**src/rtl/kbc_pkg.sv**
```systemverilog
package kbc_pkg;
  localparam int unsigned DW = 8;

  typedef enum logic [1:0] {
    ARM_NONE  = 2'd0,
    ARM_CBYTE = 2'd1,
    ARM_MOUSE = 2'd2
  } arm_e;

  localparam logic [7:0] OP_RD_CB   = 8'h20;
  localparam logic [7:0] OP_WR_CB   = 8'h60;
  localparam logic [7:0] OP_PASSWD  = 8'hA4;
  localparam logic [7:0] OP_MS_OFF  = 8'hA7;
  localparam logic [7:0] OP_MS_ON   = 8'hA8;
  localparam logic [7:0] OP_MS_TEST = 8'hA9;
  localparam logic [7:0] OP_SELF    = 8'hAA;
  localparam logic [7:0] OP_KB_TEST = 8'hAB;
  localparam logic [7:0] OP_TO_MS   = 8'hD4;
  localparam logic [3:0] OP_PORT_HI = 4'h9;

  localparam logic [7:0] CB_RESET   = 8'h40;
endpackage

```
**src/rtl/kbc_bus_port.sv**
```systemverilog
module kbc_bus_port
  import kbc_pkg::*;
(
  input  logic          clk_i,
  input  logic          rst_ni,
  input  logic          cs_i,
  input  logic          rd_i,
  input  logic          wr_i,
  input  logic          addr_i,
  input  logic [DW-1:0] wdata_i,
  input  logic          consume_i,
  output logic [DW-1:0] ibuf_o,
  output logic          ibf_o,
  output logic          is_cmd_o,
  output logic          data_rd_o
);
  logic host_wr;
  assign host_wr   = cs_i & wr_i;
  assign data_rd_o = cs_i & rd_i & ~addr_i;

  always_ff @(posedge clk_i or negedge rst_ni) begin
    if (!rst_ni) begin
      ibuf_o   <= '0;
      ibf_o    <= 1'b0;
      is_cmd_o <= 1'b0;
    end else if (host_wr) begin
      ibuf_o   <= wdata_i;
      ibf_o    <= 1'b1;
      is_cmd_o <= addr_i;
    end else if (consume_i) begin
      ibf_o    <= 1'b0;
    end
  end
endmodule

```
**src/rtl/kbc_cmd_decode.sv**
```systemverilog
module kbc_cmd_decode
  import kbc_pkg::*;
#(
  parameter int unsigned PW = 4
) (
  input  logic          clk_i,
  input  logic          rst_ni,
  input  logic          ibf_i,
  input  logic [DW-1:0] ibuf_i,
  input  logic          is_cmd_i,
  input  logic          ps2_mode_i,
  output logic          consume_o,
  output logic [DW-1:0] cbyte_o,
  output logic [PW-1:0] port_lo_o,
  output logic          mouse_inhibit_o,
  output logic          resp_valid_o,
  output logic [DW-1:0] resp_data_o,
  output logic          send_o,
  output logic          send_mouse_o,
  output logic [DW-1:0] send_data_o
);
  arm_e arm_q;

  assign consume_o = ibf_i;

  always_ff @(posedge clk_i or negedge rst_ni) begin
    if (!rst_ni) begin
      arm_q           <= ARM_NONE;
      cbyte_o         <= CB_RESET;
      port_lo_o       <= '1;
      mouse_inhibit_o <= 1'b0;
      resp_valid_o    <= 1'b0;
      resp_data_o     <= '0;
      send_o          <= 1'b0;
      send_mouse_o    <= 1'b0;
      send_data_o     <= '0;
    end else begin
      resp_valid_o <= 1'b0;
      send_o       <= 1'b0;
      if (ibf_i) begin
        arm_q <= ARM_NONE;
        if (is_cmd_i) begin
          if (ibuf_i[7:4] == OP_PORT_HI) begin
            port_lo_o <= ibuf_i[PW-1:0];
          end else begin
            unique case (ibuf_i)
              OP_RD_CB:   begin resp_valid_o <= 1'b1; resp_data_o <= cbyte_o; end
              OP_WR_CB:   arm_q <= ARM_CBYTE;
              OP_TO_MS:   arm_q <= ARM_MOUSE;
              OP_SELF:    begin resp_valid_o <= 1'b1; resp_data_o <= 8'h55; end
              OP_MS_TEST,
              OP_KB_TEST: begin resp_valid_o <= 1'b1; resp_data_o <= 8'h00; end
              OP_PASSWD:  begin resp_valid_o <= 1'b1; resp_data_o <= 8'hF1; end
              OP_MS_OFF:  if (ps2_mode_i) begin
                            cbyte_o[5]      <= 1'b1;
                            mouse_inhibit_o <= 1'b1;
                          end
              OP_MS_ON:   if (ps2_mode_i) begin
                            cbyte_o[5]      <= 1'b0;
                            mouse_inhibit_o <= 1'b0;
                          end
              default: ;  // undefined code: dropped
            endcase
          end
        end else begin
          unique case (arm_q)
            ARM_CBYTE: cbyte_o <= {1'b0, ibuf_i[6:0]};
            ARM_MOUSE: begin
              send_o       <= 1'b1;
              send_mouse_o <= 1'b1;
              send_data_o  <= ibuf_i;
            end
            default: begin
              send_o       <= 1'b1;
              send_mouse_o <= 1'b0;
              send_data_o  <= ibuf_i;
            end
          endcase
        end
      end
    end
  end
endmodule

```
**src/rtl/kbc_out_stage.sv**
```systemverilog
module kbc_out_stage
  import kbc_pkg::*;
(
  input  logic          clk_i,
  input  logic          rst_ni,
  input  logic          data_rd_i,
  input  logic          resp_valid_i,
  input  logic [DW-1:0] resp_data_i,
  input  logic          send_i,
  input  logic          send_mouse_i,
  input  logic [DW-1:0] send_data_i,
  input  logic          tx_done_i,
  input  logic [DW-1:0] tx_resp_i,
  input  logic          parity_err_i,
  input  logic          tx_tmo_i,
  input  logic          rx_tmo_i,
  output logic [DW-1:0] obuf_o,
  output logic          obf_o,
  output logic          from_mouse_o,
  output logic          busy_o,
  output logic          tx_mouse_o,
  output logic [DW-1:0] tx_data_o,
  output logic          perr_o,
  output logic          ttmo_o,
  output logic          rtmo_o
);
  always_ff @(posedge clk_i or negedge rst_ni) begin
    if (!rst_ni) begin
      obuf_o       <= '0;
      obf_o        <= 1'b0;
      from_mouse_o <= 1'b0;
      busy_o       <= 1'b0;
      tx_mouse_o   <= 1'b0;
      tx_data_o    <= '0;
      perr_o       <= 1'b0;
      ttmo_o       <= 1'b0;
      rtmo_o       <= 1'b0;
    end else begin
      if (data_rd_i) obf_o <= 1'b0;
      if (resp_valid_i) begin
        obuf_o       <= resp_data_i;
        obf_o        <= 1'b1;
        from_mouse_o <= 1'b0;
      end
      if (tx_done_i && busy_o) begin
        obuf_o       <= tx_resp_i;
        obf_o        <= 1'b1;
        from_mouse_o <= tx_mouse_o;
        busy_o       <= 1'b0;
      end
      if (send_i) begin
        busy_o     <= 1'b1;
        tx_mouse_o <= send_mouse_i;
        tx_data_o  <= send_data_i;
        perr_o     <= 1'b0;
        ttmo_o     <= 1'b0;
        rtmo_o     <= 1'b0;
      end
      if (parity_err_i) perr_o <= 1'b1;
      if (tx_tmo_i)     ttmo_o <= 1'b1;
      if (rx_tmo_i)     rtmo_o <= 1'b1;
    end
  end
endmodule

```
**src/rtl/kbc_host_if.sv**
```systemverilog
module kbc_host_if
  import kbc_pkg::*;
#(
  parameter int unsigned PORT_W = 4
) (
  input  logic              clk_i,
  input  logic              rst_ni,
  input  logic              cs_i,
  input  logic              rd_i,
  input  logic              wr_i,
  input  logic              addr_i,
  input  logic [DW-1:0]     wdata_i,
  output logic [DW-1:0]     rdata_o,
  input  logic              ps2_mode_i,
  output logic              tx_req_o,
  output logic              tx_mouse_o,
  output logic [DW-1:0]     tx_data_o,
  input  logic              tx_done_i,
  input  logic [DW-1:0]     tx_resp_i,
  input  logic              parity_err_i,
  input  logic              tx_tmo_i,
  input  logic              rx_tmo_i,
  output logic              kb_irq_o,
  output logic              ms_irq_o,
  output logic [PORT_W-1:0] port_lo_o,
  output logic              mouse_inhibit_o
);
  logic [DW-1:0] ibuf, cbyte, resp_data, send_data, obuf, status;
  logic ibf, is_cmd, data_rd, consume, resp_valid, send, send_mouse;
  logic obf, from_mouse, perr, ttmo, rtmo;

  kbc_bus_port u_bus (
    .clk_i, .rst_ni, .cs_i, .rd_i, .wr_i, .addr_i, .wdata_i,
    .consume_i (consume),
    .ibuf_o    (ibuf),
    .ibf_o     (ibf),
    .is_cmd_o  (is_cmd),
    .data_rd_o (data_rd)
  );

  kbc_cmd_decode #(.PW(PORT_W)) u_dec (
    .clk_i, .rst_ni,
    .ibf_i           (ibf),
    .ibuf_i          (ibuf),
    .is_cmd_i        (is_cmd),
    .ps2_mode_i,
    .consume_o       (consume),
    .cbyte_o         (cbyte),
    .port_lo_o,
    .mouse_inhibit_o,
    .resp_valid_o    (resp_valid),
    .resp_data_o     (resp_data),
    .send_o          (send),
    .send_mouse_o    (send_mouse),
    .send_data_o     (send_data)
  );

  kbc_out_stage u_out (
    .clk_i, .rst_ni,
    .data_rd_i    (data_rd),
    .resp_valid_i (resp_valid),
    .resp_data_i  (resp_data),
    .send_i       (send),
    .send_mouse_i (send_mouse),
    .send_data_i  (send_data),
    .tx_done_i, .tx_resp_i, .parity_err_i, .tx_tmo_i, .rx_tmo_i,
    .obuf_o       (obuf),
    .obf_o        (obf),
    .from_mouse_o (from_mouse),
    .busy_o       (tx_req_o),
    .tx_mouse_o,
    .tx_data_o,
    .perr_o       (perr),
    .ttmo_o       (ttmo),
    .rtmo_o       (rtmo)
  );

  // bits 5/6 change meaning with mode
  always_comb begin
    status    = '0;
    status[0] = obf;
    status[1] = ibf;
    status[2] = cbyte[2];
    status[3] = is_cmd;
    status[4] = 1'b1;
    status[5] = ps2_mode_i ? (obf & from_mouse) : ttmo;
    status[6] = ps2_mode_i ? (ttmo | rtmo) : rtmo;
    status[7] = perr;
  end

  assign rdata_o  = addr_i ? status : obuf;
  assign kb_irq_o = obf & ~from_mouse & cbyte[0];
  assign ms_irq_o = obf &  from_mouse & cbyte[1];
endmodule

```
**config.mk**
```make
export PLATFORM = sky130hd
export DESIGN_NAME = kbc_host_if
export DESIGN_NICKNAME = d
export VERILOG_FILES = /design/src/rtl/kbc_pkg.sv /design/src/rtl/kbc_bus_port.sv /design/src/rtl/kbc_cmd_decode.sv /design/src/rtl/kbc_out_stage.sv /design/src/rtl/kbc_host_if.sv
export SDC_FILE = /design/constraint.sdc
export NUM_CORES = 1
export LEC_CHECK = 0
export BUFFER_PORTS_ARGS = -buffer_cell sky130_fd_sc_hd__buf_4
export CAP_MARGIN = 40
export CORE_MARGIN = 2
export CORE_UTILIZATION = 40
export CTS_CLUSTER_SIZE = 40
export DETAILED_ROUTE_END_ITERATION = 8
export MAX_ROUTING_LAYER = met4
export PLACE_DENSITY = 0.64
export SYNTH_ARGS = -nofsm -noshare
export SYNTH_HDL_FRONTEND = slang
export SYNTH_SLANG_ARGS = --single-unit
```
**constraint.sdc**
```tcl
create_clock -name clk_i -period 2 [get_ports clk_i]
set_clock_uncertainty 0.1 [all_clocks]
set_input_delay 0.6 -clock clk_i [delete_from_list [all_inputs] [get_ports clk_i]]
set_output_delay 0.6 -clock clk_i [all_outputs]
set_load 0.02 [all_outputs]
```
==> results.yml <==
critical_path:
  required_ns: 1.30
  critical_path.max_fanout: 7
  critPathKind: "flop to output pin"
  startpoint_type: "flop"
  arrival_ns: 1.24
  end_kind: "output pin"
  path_buf_inv: 1
  max_stage_delay_ns: 0.46
  crit_family: "flip-flops"
  crit_slowest_cell: "dfrtp_2"
  crit_chain: "mux2_2, buf_4"
timing:
  finalCritPeriodShare_pct: 96.8
  rsz0062_at_grt: "false"
  min_period_ns: 1.94
  slew_viol_final: 0
  tns_ns: 0
  setup-violations-final: 0
  slew_headroom_pct: 64.8
  fmax_ghz: 0.517
  worstMarginPinSlew_ns: 0.526
  timing.hold.ws_ns: 0.0759
  finalHoldViolCount: 0
yosys:
  ys_seq_elements: 66
  syn_inst: 243
  ys_top_cells_by_area: "dfrtp_1 52%, mux2_2 16%, dfstp_2 4.5%"
  synth.distinct_cells: 41
  synth_nets: 270
  ys_seq_area_share_pct: 56.3
  synth_top_flop_cell: "dfrtp_1"
  ys_async_sr_fraction_pct: 100
  syn_area_per_cell_sq_um: 12.1
  synth_top_area_share_pct: 51.9
  yosysTopAreaCell: "dfrtp_1"
  synth-edff-count: 0
  yosysWarnings: 0
  syn_area_sq_um: 2940
floorplanning:
  core_sq_um: 7180
  die_width_um: 89.8
  die_area_sq_um: 8060
  initial_core_util_pct: 41.0
  rows: 31
  die_h_um: 89.8
  ios: 52
cells_and_area:
  drive_gt1_share_pct: 45.3
  final_design_area_no_fill_sq_um: 3780
  final_cell_mix: "68 x buf_4, 60 x dfrtp_1, 42 x mux2_2"
  diodes: 0
  fill_cells: 620
  area_growth_pct: 28.6
  fin_util_pct: 52.7
  final_common_cell: "buf_4"
  final_nets: 340
cts:
  cts-root-buf: "clkbuf_8"
  cts_sinks: 66
  clkLatencyLatePin_ns: 0.34
  clockBufferDepth: 2
  cts_tree: "yes"
  clkSlewWorstSetupHoldPaths_ns: 0.07
  numCtsBuffers: 9
  htreeDepth: 3
  postCtsHoldBufs: 0
global_routing:
  grt_max_degree: 39
  antenna_found_initial: 0
  grt_use_total_pct: 16.8
  grt_pass1_wl_mm: 10.4
  grt_pass1_vias: 2079
  grt.overflow.total: 0
route:
  wire_per_inst_um: 14.7
  routed_wl_mm: 6.12
  drc: 0
  vias: 2086
  vias_per_cell: 5.00
  dr.pass1.iters: 4
  first_iter_violations: 83
  antenna_left: 0
pwr:
  finalPower_mw: 3.88
  p_per_area_nw_per_um2: 1030
  p_leak_nw: 1.69
  vdd_drop_max_uv: 447
run_status:
  status: "complete, no violations"
job:
  maxCapViolCount: 0
placed_design:
  port_buffers: 51
  place_congestion: 0.809
  place_area_sq_um: 3530
  dp_hpwl_mm: 4.50
hold_path:
  min_path_type: "primary input to asynchronous set/reset pin"
==> state kept, by name (all words and copies together) (netlist names), 2 cells and up <==
name / count
u_dec.port_lo_o: 4
u_dec.send_data_o: 8
u_dec.arm_q: 2
u_out.obuf_o: 8
u_dec.cbyte_o: 7
u_bus.ibuf_o: 8
u_out.tx_data_o: 8
u_dec.resp_data_o: 8
==> metrics by stage <==
stage / cells / setup slack (ns)
6_report: 417 / 0.0640
3_5_place_dp: 398 / 0.0287
4_1_cts: 414 / 0.0212
2_1_floorplan: 243 / -0.00354
3_3_place_gp: 398 / 0.0296
5_1_grt: 417 / 0.00693
==> logic make-up (layout without fill, tap and decap cells) <==
| family | Yosys count | after routing | share of synthesized area (%) |
|---|---|---|---|
| AOI/OAI and AO/OA | 44 | 44 | 10.2 |
| buffers and inverters | 21 | 96 | 3.15 |
| and+or+nand+nor | 62 | 62 | 11.6 |
| muxes | 50 | 50 | 18.8 |
| DFF | 66 | 66 | 56.3 |
==> repair_timing <==
action	CTS	global route
gates cloned	0	0
endpoints found under the setup margin	1	7
setup buffers	0	3
pin swaps	0	1
gates resized for setup	1	2
==> layer usage <==
| layer | global-route usage [%] | wire length (um) |
|---|---|---|
| met1 | 22.2 | 2930 |
| met2 | 24.7 | 2900 |
| met3 | 4.78 | 230 |
| met4 | 6.15 | 66 |
| met5 | - | 0 |
==> final cells by class <==
cell class,instances,area [sq um],area share [%]
repair buffers,70,542,14.3
flip-flops and latches,66,1660,43.8
multi-input cells,156,1200,31.8
inverters,10,37.5,0.992
well taps,99,124,3.27
clock buffers,11,141,3.74
clock inverters,5,77.6,2.05
==> report_power, final <==
part / internal [mW] / switching (mW)
registers: 1.59 / 0.161
logic: 0.465 / 0.435
clock network: 0.732 / 0.497
total: 2.79 / 1.09
==> synthesized netlist by cell type, drive strengths merged (3+ instances only) <==
library cell,instances
inv,10
nand3,3
mux2,42
dfstp,5
buf,5
nand4,3
o21ai,19
dfrtp,61
a21oi,5
o2bb2ai,3
nand2,24
nor2,10
a31oi,4
clkbuf,6
nand2b,7
o2111ai,3
a21o,3
mux2i,8
==> worst paths after layout <==
check | start | end | slack (ns) | cells past startpoint
min in group clk_i | parity_err_i | u_out.perr_o | 0.33 | 2
hold / removal | rst_ni | u_dec.send_data_o[1] | 0.08 | 1
setup reg to reg | u_bus.ibuf_o[4] | u_dec.resp_data_o[4] | 0.08 | 4
setup / recovery | u_bus.ibf_o | rdata_o[1] | 0.06 | 2
max in group asynchronous | rst_ni | u_bus.ibf_o | 1.19 | 2
hold reg to reg | u_dec.send_mouse_o | u_dec.send_mouse_o | 0.38 | 2
Power figures use the tool's default switching activity.
